--- src/rtl/bwsplit_pkg.sv ---
package bwsplit_pkg;

    localparam int LANES     = 4;
    localparam int BYTE_W    = 8;
    localparam int DATA_W    = LANES * BYTE_W;
    localparam int HALF_W    = DATA_W / 2;
    localparam int LANE_BITS = $clog2(LANES);

    typedef enum logic [1:0] {
        PORT_W8  = 2'd0,
        PORT_W16 = 2'd1,
        PORT_W32 = 2'd2
    } port_width_e;

    typedef enum logic [1:0] {
        ST_IDLE = 2'd0,
        ST_RUN  = 2'd1,
        ST_DONE = 2'd2
    } split_state_e;

    typedef struct packed {
        logic [LANES-1:0]     mask;
        logic [LANE_BITS-1:0] low;
        logic                 bhe;
    } sub_plan_t;

    function automatic port_width_e pick_width(input logic sel32, input logic sel16);
        if (sel32)
            return PORT_W32;
        else if (sel16)
            return PORT_W16;
        else
            return PORT_W8;
    endfunction

endpackage

--- src/rtl/bw_subplan.sv ---
module bw_subplan
    import bwsplit_pkg::*;
(
    input  port_width_e      width,
    input  logic [LANES-1:0] pending,
    output sub_plan_t        plan
);

    always_comb begin
        plan = '0;
        case (width)
            PORT_W32: begin
                plan.mask = pending;
            end
            PORT_W16: begin
                if (pending[1:0] != 2'b00) begin
                    plan.mask = {2'b00, pending[1:0]};
                    plan.low  = {1'b0, ~pending[0]};
                    plan.bhe  = pending[1];
                end else begin
                    plan.mask = {pending[3:2], 2'b00};
                    plan.low  = {1'b1, ~pending[2]};
                    plan.bhe  = pending[3];
                end
            end
            default: begin
                for (int i = LANES - 1; i >= 0; i--) begin
                    if (pending[i]) begin
                        plan.mask = LANES'(1) << i;
                        plan.low  = LANE_BITS'(i);
                    end
                end
            end
        endcase
    end

endmodule

--- src/rtl/bw_lane_steer.sv ---
module bw_lane_steer
    import bwsplit_pkg::*;
(
    input  port_width_e       width,
    input  sub_plan_t         plan,
    input  logic [DATA_W-1:0] wdata,
    input  logic [DATA_W-1:0] rdata_in,
    input  logic [DATA_W-1:0] rbuf,
    output logic [DATA_W-1:0] wdata_out,
    output logic [DATA_W-1:0] merged
);

    always_comb begin
        case (width)
            PORT_W32: wdata_out = wdata;
            PORT_W16: begin
                if (plan.mask[3:2] != 2'b00)
                    wdata_out = {{HALF_W{1'b0}}, wdata[DATA_W-1:HALF_W]};
                else
                    wdata_out = {{HALF_W{1'b0}}, wdata[HALF_W-1:0]};
            end
            default:
                wdata_out = {{(DATA_W-BYTE_W){1'b0}}, wdata[{plan.low, 3'b000} +: BYTE_W]};
        endcase
    end

    for (genvar g = 0; g < LANES; g++) begin : g_lane
        logic [BYTE_W-1:0] src;
        always_comb begin
            case (width)
                PORT_W32: src = rdata_in[BYTE_W*g +: BYTE_W];
                PORT_W16: src = rdata_in[BYTE_W*(g%2) +: BYTE_W];
                default:  src = rdata_in[BYTE_W-1:0];
            endcase
        end
        assign merged[BYTE_W*g +: BYTE_W] = plan.mask[g] ? src : rbuf[BYTE_W*g +: BYTE_W];
    end

endmodule

--- src/rtl/bus_width_splitter.sv ---
module bus_width_splitter
    import bwsplit_pkg::*;
#(
    parameter int ADDR_W = 24
) (
    input  logic              clk,
    input  logic              rst,
    input  logic              cpu_req,
    input  logic [ADDR_W-1:0] cpu_addr,
    input  logic [LANES-1:0]  cpu_be,
    input  logic              cpu_write,
    input  logic [DATA_W-1:0] cpu_wdata,
    output logic [DATA_W-1:0] cpu_rdata,
    output logic              cpu_ready,
    input  logic              tgt_sel32,
    input  logic              tgt_sel16,
    output logic              tgt_cyc,
    output logic [ADDR_W-1:0] tgt_addr,
    output logic              tgt_write,
    output logic [LANES-1:0]  tgt_be,
    output logic              tgt_bhe,
    output logic [DATA_W-1:0] tgt_wdata,
    input  logic [DATA_W-1:0] tgt_rdata,
    input  logic              tgt_ready
);

    localparam int CNT_W = $clog2(LANES + 1) + 1;

    split_state_e             state_q;
    port_width_e              width_q;
    logic [LANES-1:0]         pend_q;
    logic [ADDR_W-1:0]        addr_q;
    logic                     wr_q;
    logic [DATA_W-1:0]        wdata_q;
    logic [DATA_W-1:0]        rbuf_q;

    sub_plan_t                plan;
    logic [DATA_W-1:0]        merged;
    logic [DATA_W-1:0]        steer_wdata;
    logic                     retire;
    logic [LANES-1:0]         remain;

    bw_subplan u_plan (
        .width   (width_q),
        .pending (pend_q),
        .plan    (plan)
    );

    bw_lane_steer u_steer (
        .width     (width_q),
        .plan      (plan),
        .wdata     (wdata_q),
        .rdata_in  (tgt_rdata),
        .rbuf      (rbuf_q),
        .wdata_out (steer_wdata),
        .merged    (merged)
    );

    assign retire = (state_q == ST_RUN) && tgt_ready;
    assign remain = pend_q & ~plan.mask;

    always_ff @(posedge clk) begin
        if (rst) begin
            state_q <= ST_IDLE;
            width_q <= PORT_W8;
            pend_q  <= '0;
            addr_q  <= '0;
            wr_q    <= 1'b0;
            wdata_q <= '0;
            rbuf_q  <= '0;
        end else begin
            case (state_q)
                ST_IDLE: begin
                    if (cpu_req) begin
                        width_q <= pick_width(tgt_sel32, tgt_sel16);
                        pend_q  <= cpu_be;
                        addr_q  <= cpu_addr;
                        wr_q    <= cpu_write;
                        wdata_q <= cpu_wdata;
                        rbuf_q  <= '0;
                        state_q <= (cpu_be == '0) ? ST_DONE : ST_RUN;
                    end
                end
                ST_RUN: begin
                    if (tgt_ready) begin
                        if (!wr_q)
                            rbuf_q <= merged;
                        pend_q <= remain;
                        if (remain == '0)
                            state_q <= ST_DONE;
                    end
                end
                default: begin
                    state_q <= ST_IDLE;
                end
            endcase
        end
    end

    assign cpu_ready = (state_q == ST_DONE);
    assign cpu_rdata = rbuf_q;
    assign tgt_cyc   = (state_q == ST_RUN);
    assign tgt_addr  = {addr_q[ADDR_W-1:LANE_BITS], plan.low};
    assign tgt_write = tgt_cyc && wr_q;
    assign tgt_be    = (tgt_cyc && width_q == PORT_W32) ? plan.mask : '0;
    assign tgt_bhe   = tgt_cyc && plan.bhe;
    assign tgt_wdata = steer_wdata;

    // checker state: order and count of retired sub-cycles
    logic                 seen_q;
    logic [LANE_BITS-1:0] prev_low_q;
    logic [CNT_W-1:0]     sub_cnt_q;

    always_ff @(posedge clk) begin
        if (rst || state_q == ST_IDLE) begin
            seen_q     <= 1'b0;
            prev_low_q <= '0;
            sub_cnt_q  <= '0;
        end else if (retire) begin
            seen_q     <= 1'b1;
            prev_low_q <= plan.low;
            sub_cnt_q  <= sub_cnt_q + 1'b1;
        end
    end


    bhe_width_chk: assert property (@(posedge clk) disable iff (rst)
        tgt_bhe |-> (tgt_cyc && width_q == PORT_W16));


    ready_pulse_chk: assert property (@(posedge clk) disable iff (rst)
        cpu_ready |=> !cpu_ready);


    hold_stable_chk: assert property (@(posedge clk) disable iff (rst)
        (tgt_cyc && !tgt_ready) |=> (tgt_cyc && $stable(tgt_addr) && $stable(tgt_wdata) && $stable(tgt_bhe)));


    ascend_order_chk: assert property (@(posedge clk) disable iff (rst)
        (tgt_cyc && seen_q) |-> (tgt_addr[LANE_BITS-1:0] > prev_low_q));


    sub_count_chk: assert property (@(posedge clk) disable iff (rst)
        sub_cnt_q <= CNT_W'(LANES));

endmodule

--- config.mk ---
export PLATFORM = sky130hd
export DESIGN_NAME = bus_width_splitter
export DESIGN_NICKNAME = d
export VERILOG_FILES = /design/src/rtl/bwsplit_pkg.sv /design/src/rtl/bw_subplan.sv /design/src/rtl/bw_lane_steer.sv /design/src/rtl/bus_width_splitter.sv
export SDC_FILE = /design/constraint.sdc
export NUM_CORES = 1
export LEC_CHECK = 0
export BUFFER_PORTS_ARGS = -buffer_cell sky130_fd_sc_hd__buf_2
export CORE_MARGIN = 5
export CORE_UTILIZATION = 53
export DETAILED_ROUTE_END_ITERATION = 7
export GPL_ROUTABILITY_DRIVEN = 0
export PLACE_DENSITY = 0.86
export SYNTH_ARGS = -nofsm -noshare
export SYNTH_HDL_FRONTEND = slang
export SYNTH_SLANG_ARGS = --single-unit
--- constraint.sdc ---
create_clock -name clk -period 6.52 [get_ports clk]
set_clock_uncertainty 0.2 [all_clocks]
set_input_delay 0.326 -clock clk [delete_from_list [all_inputs] [get_ports clk]]
set_output_delay 0.326 -clock clk [all_outputs]
set_load 0.01 [all_outputs]
After elaboration in Yosys (flattened, before gate mapping):

Index checks and enable logic that the tools add are counted.

* $add $sub $neg: 0
* multiply operators: 0
* divide/modulo/power cells: 0
* $lt $le $gt $ge: 0
* eq/ne operators: 12
* shift-type cells: 1
* mux-type cells: 32
* bitwise logic cells: 4
* reduce and logical (&&, ||, !) cells: 17

Operator list (number)
* $pmux 32 s2: 2
* $mux 32: 3
* $mux 8: 6
* $shiftx 32x6->8: 1
* $mux 6: 4
* $reduce_and 5->1: 4
* $mux 16: 1
* $pmux 4 s2: 2
* $pmux 8 s2: 1
* $mux 4: 3
* $ne 2x1->1 const B: 6
* $mux 2: 5
* $logic_not 4->1: 2
* $pmux 2 s2: 2
* $mux 7: 1
* $reduce_and 3->1: 2
* $reduce_bool 2->1: 3
* $and 4x4->4: 1
* $eq 2x1->1 const B: 2
* $eq 2x2->1 const B: 2
* $ne 2x2->1 const B: 2
* $not 4->4: 1
* $logic_and 1x1->1: 3
* $logic_not 2->1: 1
* 4 further kinds: 6

* flip-flop bits (word level): 97
* latch bits: 0
* RAM bits: 0
* ROM bits: 0
* input bits: 99
* output and inout bits: 96
* word-level logic and storage cells: 76
* memories: 0

Logic depth before layout (Yosys ltp):

Gate-level depths: netlist of the first run.

* depth after elaboration: 11
* gate-level depth with buffers: 10
* gate-level depth less buffers: 7

Cells and area by module:

A second synthesis of the first run with hierarchy kept.

* cells, all modules: 624
* area, all modules: 5109.9 um^2

By module, submodules not included
* bus_width_splitter: times used 1, cells each 373, area each 3424.5 um^2, seq. area each 1901.8 um^2
* bw_lane_steer: times used 1, cells each 227, area each 1508.9 um^2, seq. area each 0.0 um^2
* bw_subplan: times used 1, cells each 24, area each 176.4 um^2, seq. area each 0.0 um^2

Worst setup path before layout of the first run:

OpenSTA, ideal clock, no wires.

* path type: register to output
* from: reg width_q[0]
* to: out tgt_wdata[0]
* arrival: 1966 ps
* required time: 5994 ps
* setup slack: 4028 ps
* stages on the path, launching flop included: 10
* path through: dfxtp_1 -> inv_1 -> ha_1 -> buf_6 -> o221a_1 -> buf_6 -> buf_6 -> mux2i_1 -> o2bb2ai_1 -> a211oi_1

RTL lines
* start: declaration: RTL line bus_width_splitter.sv:30 `port_width_e width_q;`
* start signal: assignment: RTL line bus_width_splitter.sv:75 `width_q <= pick_width(tgt_sel32, tgt_sel16);`
* $eq 2x1->1 or $eq 2x2->1 (tied branches): RTL line bw_subplan.sv:11 `case (width)`
* $pmux 2 s2 (*): RTL line bw_subplan.sv:11
* net tgt_addr[1]: RTL line bus_width_splitter.sv:18 `output logic [ADDR_W-1:0] tgt_addr,`
* $shiftx 32x6->8 (*): RTL line bw_lane_steer.sv:23 `wdata_out = {{(DATA_W-BYTE_W){1'b0}}, wdata[{plan.low, 3'b000} +: BYTE_W]};`
* $pmux 32 s2 (*): RTL line bw_lane_steer.sv:14 `case (width)`
* end: declaration: RTL line bus_width_splitter.sv:22 `output logic [DATA_W-1:0] tgt_wdata,`

Mark *: on every way through the listed nets, which the timed path passes. The rest lies on a longest branch.

Final worst setup path of the first run:

* from: reg width_q[0]
* to: out tgt_wdata[14]

* longest elaborated chain between the ends: 5

Ends and longest elaborated chain
* $eq 2x1->1 or $eq 2x2->1 (tied branches): RTL line bw_subplan.sv:11, bw_lane_steer.sv:14
* $pmux 4 s2: RTL line bw_subplan.sv:11
* $reduce_bool 2->1: RTL line bw_lane_steer.sv:17 `if (plan.mask[3:2] != 2'b00)`
* $mux 16: RTL line bw_lane_steer.sv:17
* $pmux 32 s2 (*): RTL line bw_lane_steer.sv:14

Mark *: on every way between the ends. The rest lies on a longest branch, timed or not.

==> results of run 1 <==
==> state kept, by name, indices dropped and copies added, names as in the netlist <==
signal / flops
addr_q: 22
state_q: 2
pend_q: 4
wr_q: 1
width_q: 2
cpu_rdata: 32
wdata_q: 32
==> final timing paths <==
kind                 start  slack (ns)       endpoint  depth (start not counted)
max reg2reg     width_q[0]        3.30  cpu_rdata[29]                          8
min reg2reg  cpu_rdata[27]        0.26  cpu_rdata[27]                          2
max             width_q[0]        2.50  tgt_wdata[14]                          9
min              cpu_write        0.01           wr_q                          3
==> layer usage <==
metal | track usage | vias up | routed length (um)
li1 | - | 2574 | -
met3 | 0.0832 | 40 | 1520
met2 | 0.490 | 278 | 8000
met4 | 0.0981 | 0 | 395
met5 | 0 | - | 0
met1 | 0.316 | 2494 | 6050
==> timing repair <==
| item | 4_1_cts | 5_1_grt |
|---|---|---|
| endpoints found under the hold margin | 44 | 2 |
| hold buffers | 44 | 2 |
| setup endpoints to repair | 0 | 0 |
==> critical path, stage by stage (launching register included) <==
cell	delay [ns]
dfxtp_1	0.39
inv_1	0.06
ha_1	0.28
buf_4	0.28
nor2b_1	0.89
a222oi_1	0.27
buf_4	0.26
nor2_2	0.32
a22o_1	0.23
buf_2	0.14
==> cell type report <==
class / instances / area (um^2) / share of cell area
inverter: 5 / 18.8 / 0.00292
timing repair buffer: 243 / 1460 / 0.227
clock inverter: 4 / 55.1 / 0.00857
sequential: 95 / 1900 / 0.296
tap: 111 / 139 / 0.0216
clock buffer: 11 / 151 / 0.0236
multi-input combinational: 473 / 2700 / 0.420
==> logic make-up (layout without fill, tap and decap cells) <==
logic type | after synthesis | count (layout) | synth area share
muxes | 32 | 32 | 0.0685
buffers and inverters | 59 | 263 | 0.0577
and+or+nand+nor | 248 | 248 | 0.229
adders and majority gates | 3 | 3 | 0.00770
DFF | 95 | 95 | 0.390
AOI/OAI and AO/OA | 190 | 190 | 0.246
==> Yosys cell counts (all sizes together), types with 3 or more instances <==
library cell and instances:
o21ai 25, inv 5, a221o 8, ha 3, clkbuf 31, nor3 3, dfxtp 95, o21a 3
nor2 26, a22oi 8, a21oi 107, nor2b 5, a211oi 8, buf 23, and2 18, a21o 4
mux2i 24, mux2 8, nand2 147, a22o 8, nand3 17, o2bb2ai 8, or4 9, nand2b 14
==> power groups by stage <==
| stage | Combinational [W] | Clock (W) | Sequential (W) |
|---|---|---|---|
| finish | 0.000383 | 0.000403 | 0.000649 |
| global placement | 0.000344 | 0 | 0.000658 |
| CTS | 0.000378 | 0.000410 | 0.000648 |
| detailed placement | 0.000355 | 0 | 0.000661 |
| global route | 0.000417 | 0.000440 | 0.000653 |
| floorplan | 0.000253 | 0 | 0.000654 |
==> stage by stage <==
stage	instances	cell area, um^2
after floorplan	627	4870
after global placement	881	5760
after detailed placement	881	5760
after CTS	940	6400
after global routing	942	6420
final	942	6420
==> results by stage, run 1 <==
Timing:
- The post-route worst hold slack is 0.0131 ns.
- The number of failing hold endpoints at the final stage is 0.
- The number of setup violations in the final report is 0.
- The max-slew violation count was 0.
- The worst setup slack after layout is 2.50 ns.
- Setup repair after global routing left no endpoint under its margin.
- The post-layout minimum cycle time is 4.02 ns.
- The worst relative slew slack is 0.266.
- Timing would allow up to 249 MHz.
- Of the available clock period, the critical path in the final layout requires 0.616.
- The final setup TNS is 0 ns.
- For the pin with the worst max-slew slack, the measured transition is 1.10 ns.

Logic synthesis:
- The post-synthesis instance area is 0.00487 mm^2.
- The average footprint of a synthesized cell is 7.77 um^2.
- The most common flop cell mapped by yosys is dfxtp_1.
- The number of instances in the synthesized netlist is 627.
- The synthesized netlist net count is 729.
- Counting flops with a built-in enable in the synthesized netlist gives 0.
- In this run, distinct cell masters in the synthesized netlist total 51.
- The sequential element share of the synthesized area is 0.390.
- The share of the synthesized area in the top cell type is 0.390.
- The largest total area in the synthesized netlist belongs to dfxtp_1.
- During synthesis, Yosys emitted a total of 0 warnings.
- Counting flops and latches in the post-synthesis netlist gives 95.
- Sorting the synthesized cells by area gives the leading types as dfxtp_1, nand2_1, a21oi_1.
- For this run, asynchronously set or reset flops after synthesis account for 0.

Final layout:
- In the layout the commonest cells are buf_2, nand2_1, a21oi_1, dfxtp_1, dlygate4sd3_1.
- 0 antenna diodes ended up in the layout.
- The final design utilization is 0.705.
- Counting the fill cells in the layout gives 707.
- Compared with the post-synthesis result, the final layout area differs by 31.8%.
- The leading cell type in the layout, fill and taps excluded is buf_2.
- The total number of nets in the final design is 929.
- The fraction of final layout cells sized beyond drive strength 1 is 0.286.

Detailed routing:
- The detail route stage leaves a number of antenna-violating nets equal to 0.
- Dividing the detail-routed via count by the number of cells gives 5.72.
- In this run, the number of DRC markers left after iteration 0 of detailed routing was 386.
- The DRC violations left is 0.
- For this block, the routed nets add up to 16,000 um of wire.
- For this run, the detailed router's first-pass iteration total came to 5.
- The detailed-route wire length per cell is 16.9 um.
- Across all layers, the routed design uses 5,386 vias.

Die:
- The initial utilization of the core area, before any placement, comes to 0.535.
- The die outline area is 0.0112 mm^2.
- The die span in x is 106 um.
- The floorplan has 35 rows.
- The number of top-level pins is 195.
- The die height is 106 um.
- The floorplan step defined a core boundary enclosing 0.00911 mm^2.

Global route:
- The maximum number of pins on one net before global-route repair is 96.
- The number of global-route vias before repair is 5,305.
- The number of antenna violations at the first check in global routing is 0.
- For this run, the total global-route usage over all layers was measured as 0.277.
- The wire length of the first global-routing pass is 25,400 um.
- Summed over all layers, the global routing overflow is 0.

Pwr:
- The share of total power dissipated in the clock network is 0.281.
- The proportion of total power due to net switching is 0.322.
- The sequential share of power is 0.452.
- The leakage component of the power is 2.84 nW.
- The overall power consumption is 0.00143 W.
- Summed over all nets, the switching power comes to 0.000462 W.
- For this design the ratio of total power to cell area is 223 mW/mm^2.
- Cell internal power was estimated by the tool at 0.000973 W.
- The fraction of power consumed by combinational cells is 0.267.
- The maximum VDD drop is 0.125 mV.

CTS:
- The maximum clock insertion buffer count is 2.
- The root buffer cell is clkbuf_8.
- The clock sink count is 95.
- The worst-skew pair later-pin latency is 0.36 ns.
- TritonCTS built the clock tree.
- The H-tree generated during clock tree synthesis spans 3 levels.
- Buffers inserted during clock tree synthesis total 9.
- The number of gates given a new drive strength after cts is 0.
- Buffers added to address setup during post-CTS repair amount to 0.
- After clock tree synthesis, the clock-pin slew on the worst setup and hold paths is 0.09 ns.

Hold path:
- The tightest min-delay check is of the in2reg type.

Placement:
- The worst-case setup slack after placement is 2.91 ns.
- During placement, the flow inserted port buffers numbering 192.
- The placed wire-length estimate is 11,000 um.

Worst setup path:
- Of all nets on the critical path, the largest fanout is 56.
- The critical path endpoint category is an output pin.
- Data arrives at the worst endpoint at 3.49 ns.
- Data on the critical path is required at its endpoint by 5.99 ns.
- The worst setup path is launched from a register.
- By startpoint and endpoint, the worst setup path is classified as reg2out.

Run:
- The number of maximum-capacitance violations is 0.

Status:
- The run finished with clean final reports.
Note: power is estimated with default switching activity, not from simulation.
==> run 2: changes to the inputs <==
- ABC_AREA: unset -> 1
- CORE_UTILIZATION: 53 -> 50
- PLACE_DENSITY: 0.86 -> 0.81
- clock period: 6.52 -> 4.1 ns (I/O delays scaled with it)
==> results by stage, run 2 <==
Status:
- The flow ran to the end, and the final reports show no timing, DRC or antenna violations.

Global route:
- The wire length of the first global-routing pass came to 28,100 um (+10%).
- The number of global-route vias before repair is 5,802 (+9.4%).
- The number of antenna violations at the first check in global routing is 0 (unchanged).
- The aggregate global routing overflow is 0 (unchanged).
- The overall fraction of global-route tracks in use is 0.267 (-0.00987).
- The maximum number of pins on one net before global-route repair came to 56 (-42%).

Timing:
- The post-layout minimum cycle time is 3.23 ns.
- Setup repair after global routing left no endpoint under its margin.
- The number of setup violations in the final report was 0 (unchanged).
- Dividing the final minimum period by the clock period gives 0.789.
- The number of failing hold endpoints at the final stage was 0 (unchanged).
- The final setup TNS is 0 ns (unchanged).
- The maximum achievable frequency is 309 MHz.
- The worst relative slew slack came to 0.446 (+0.180).
- The max-slew violation count is 0 (unchanged).
- The actual transition at the worst max-transition pin is 0.830 ns (-0.271 ns).

CTS:
- The clock sink count is 95 (unchanged).
- The H-tree level count is 3 (unchanged).
- The clock-pin slew on the worst setup and hold paths is 0.10 ns (about the same).
- The root buffer cell is clkbuf_8.
- The total CTS buffers is 9 (unchanged).
- The maximum clock insertion buffer count is 2 (unchanged).
- The number of setup buffers added after CTS is 0 (unchanged).
- The worst-skew pair later-pin latency was 0.35 ns (about the same).
- The number of gates given a new drive strength after cts is 0 (unchanged).
- TritonCTS built the clock tree.

Logic synthesis:
- The sequential element share of the synthesized area is 0.363 (-0.0267).
- The number of enable flip-flop cells after synthesis is 0 (unchanged).
- The number of instances in the synthesized netlist is 779 (+24%).
- The post-synthesis cell type with the largest combined area is dfxtp_1.
- The number of synthesized register bits was 95 (unchanged).
- The most common flop cell mapped by yosys is dfxtp_1.
- The synthesized netlist net count came to 881 (+21%).
- The post-synthesis instance area is 0.00523 mm^2 (+7.3%).
- The share of the synthesized area in the top cell type was 0.363 (-0.0267).
- The number of library cell types mapped by synthesis is 35 (-31%).
- In the synthesized netlist, the cells that appear most often are nand2_1, dfxtp_1, nor2_1, nand3_1, a21oi_1.
- The average footprint of a synthesized cell was 6.72 um^2 (-14%).
- The async set-reset flop share out of synthesis is 0 (unchanged).
- nand2_1 is the most common cell in the netlist.
- The total number of yosys warnings is 0 (unchanged).
- Sorting the synthesized cells by area gives the leading types as dfxtp_1, nand2_1, nand3_1.

Die:
- The die height is 112 um (+6.0%).
- The initial core utilization is 0.509 (-0.0260).
- The number of top-level pins is 195 (unchanged).
- The placement row count is 37 (+5.7%).
- The core area is 0.0103 mm^2 (+13%).
- The die outline area is 0.0126 mm^2 (+12%).
- The die span in x is 112 um (+6.0%).

Detailed routing:
- The via count of the routed design is 6,108 (+13%).
- The initial DRC count is 552 (+43%).
- The detailed-route wire length per cell is 15.4 um (-8.9%).
- The number of iterations in the first detailed-routing pass came to 6 (+1).
- The antenna violation net count after detailed routing is 0 (unchanged).
- The DRC violations left is 0 (unchanged).
- The detail-routed via count per cell was 5.40 (-5.6%).
- The final wirelength came to 17,500 um (+9.5%).

Worst setup path:
- The worst setup path is launched from a register.
- By instance count, the cell type seen most on the critical path is nand2_1.
- The critical path's top delay family is simple AND/OR/NAND/NOR gates.
- The critical path arrival was 2.83 ns (-0.66 ns).
- The maximum cell stage delay along the critical path came to 0.54 ns (-0.35 ns).
- The worst endpoint required time is 3.69 ns (-2.30 ns).
- The critical path goes through inv_1 -> ha_2 -> buf_4 -> nand4_4 -> nand3_4 -> nand2_1 -> nand3_1 -> nand2_1 -> nand2_1 -> inv_1 -> buf_2.
- The largest driver fanout on the critical path came to 21 (-63%).
- The count of cell instances traversed by the critical path was 11 (+2).
- The count of buffer and inverter cells on the critical path is 4 (unchanged).
- STA classifies the critical path endpoint as an output pin.
- The worst-path cell with the longest stage delay is ha_2.
- The depth of the worst register-to-register path is 9 (+1).
- The startpoint-to-endpoint class of the critical path is reg2out.

Final layout:
- The final design utilization is 0.672 (-0.0330).
- The multi-input logic area is 0.00276 mm^2 (+2.3%).
- The count of filler cells inserted in the layout is 919 (+30%).
- The library cells used most frequently in the layout, excluding fill and tap cells, are buf_2, nand2_1, dfxtp_1, nor2_1, nand3_1.
- The number of antenna diodes was 0 (unchanged).
- The area growth from synthesis to layout is 32.0%.
- The total number of nets in the final design was 1,093 (+18%).
- The sequential cell area in the final layout is 0.00190 mm^2 (unchanged).
- The summed area of non-filler cells in the final layout came to 0.00691 mm^2 (+7.6%).
- The fraction of final layout cells sized beyond drive strength 1 came to 0.256 (-0.0304).
- The leading cell type in the layout, fill and taps excluded is buf_2.

Placement:
- The placed wire-length estimate is 11,900 um (+8.5%).
- The placed cell area is 0.00612 mm^2 (+6.4%).
- The count of input and output buffers is 192 (unchanged).

Pwr:
- The power density normalized to cell area is 429 mW/mm^2 (+92%).
- The leakage component of the power is 3.33 nW (+17%).
- The maximum VDD drop was 0.241 mV (+93%).

Hold path:
- The depth of the worst hold-timing path is 5 (+2).
- The worst hold path belongs to the class in2reg.

Run:
- The number of maximum-capacitance violations is 0 (unchanged).
run 2: changes by cell type in the layout (fill, tap and decap cells not counted), moves of 14 or more:
cell,before,now
a21oi_1,106,80
nand3_1,17,81
nor3_1,3,17
o21ai_0,23,72
nand4_1,0,33
mux2i_1,24,0
inv_1,4,64
nor2_1,23,91
and2_1,18,0
nand2_1,146,124
nand2b_1,14,0
run 2: final timing paths:
check | from | end | slack [ns]
hold / removal | tgt_rdata[17] | cpu_rdata[17] | 0.01
hold reg to reg | cpu_rdata[13] | cpu_rdata[13] | 0.27
setup reg to reg | width_q[0] | cpu_rdata[27] | 1.48
setup / recovery | width_q[0] | tgt_wdata[6] | 0.87
run 2: metal layers:
metal | vias up | global-route usage | routed length [um]
li1 | 3020 | - | -
met1 | 2712 | 0.343 | 7190
met2 | 326 | 0.439 | 8290
met3 | 50 | 0.0652 | 1470
met4 | 0 | 0.0921 | 530
met5 | - | 0 | 0
run 2: area by class of cell:
cell class	count	area share
Clock buffer	10	0.0199
Inverter	73	0.0400
Tap cell	136	0.0246
Multi-Input combinational cell	554	0.400
Clock inverter	6	0.00833
Timing Repair Buffer	258	0.232
Sequential cell	95	0.275
run 2: worst reg2reg max path: cells and delay by family (launching register included):
family / cells / cell delay [ns]
AND/OR/NAND/NOR: 6 / 0.99
adder cells (fa/ha/maj): 1 / 0.54
flip-flops: 1 / 0.40
buffers and inverters: 2 / 0.38
run 2: repair_timing:
| item | CTS | global route |
|---|---|---|
| hold buffers | 59 | 0 |
| hold endpoints to repair | 59 | 0 |
| setup endpoints to repair | 0 | 0 |
run 2: cell families (layout without fill, tap and decap cells):
| kind of cell | Yosys count | count (layout) | share of synthesized area |
|---|---|---|---|
| fa+ha+maj | 3 | 3 | 0.00717 |
| compound gates | 176 | 176 | 0.176 |
| simple gates | 375 | 375 | 0.345 |
| buf+inv | 130 | 347 | 0.109 |
| flops | 95 | 95 | 0.363 |
run 2: power breakdown:
| part | switching (W) | total (W) | internal (W) |
|---|---|---|---|
| combinational | 0.000780 | 0.00122 | 0.000436 |
| clock | 0.000370 | 0.000625 | 0.000254 |
| sequential | 0.0000733 | 0.00112 | 0.00105 |
run 2: per-stage QoR:
step | power, W | hold WS (ns) | setup WS [ns] | cells
global placement | 0.00227 | 0.226 | 1.32 | 1057
floorplan | 0.00198 | 0.140 | 1.93 | 779
global route | 0.00317 | 0.0109 | 0.644 | 1132
CTS | 0.00295 | 0.000744 | 0.906 | 1132
finish | 0.00296 | 0.0135 | 0.866 | 1132
detailed placement | 0.00229 | 0.233 | 1.30 | 1057
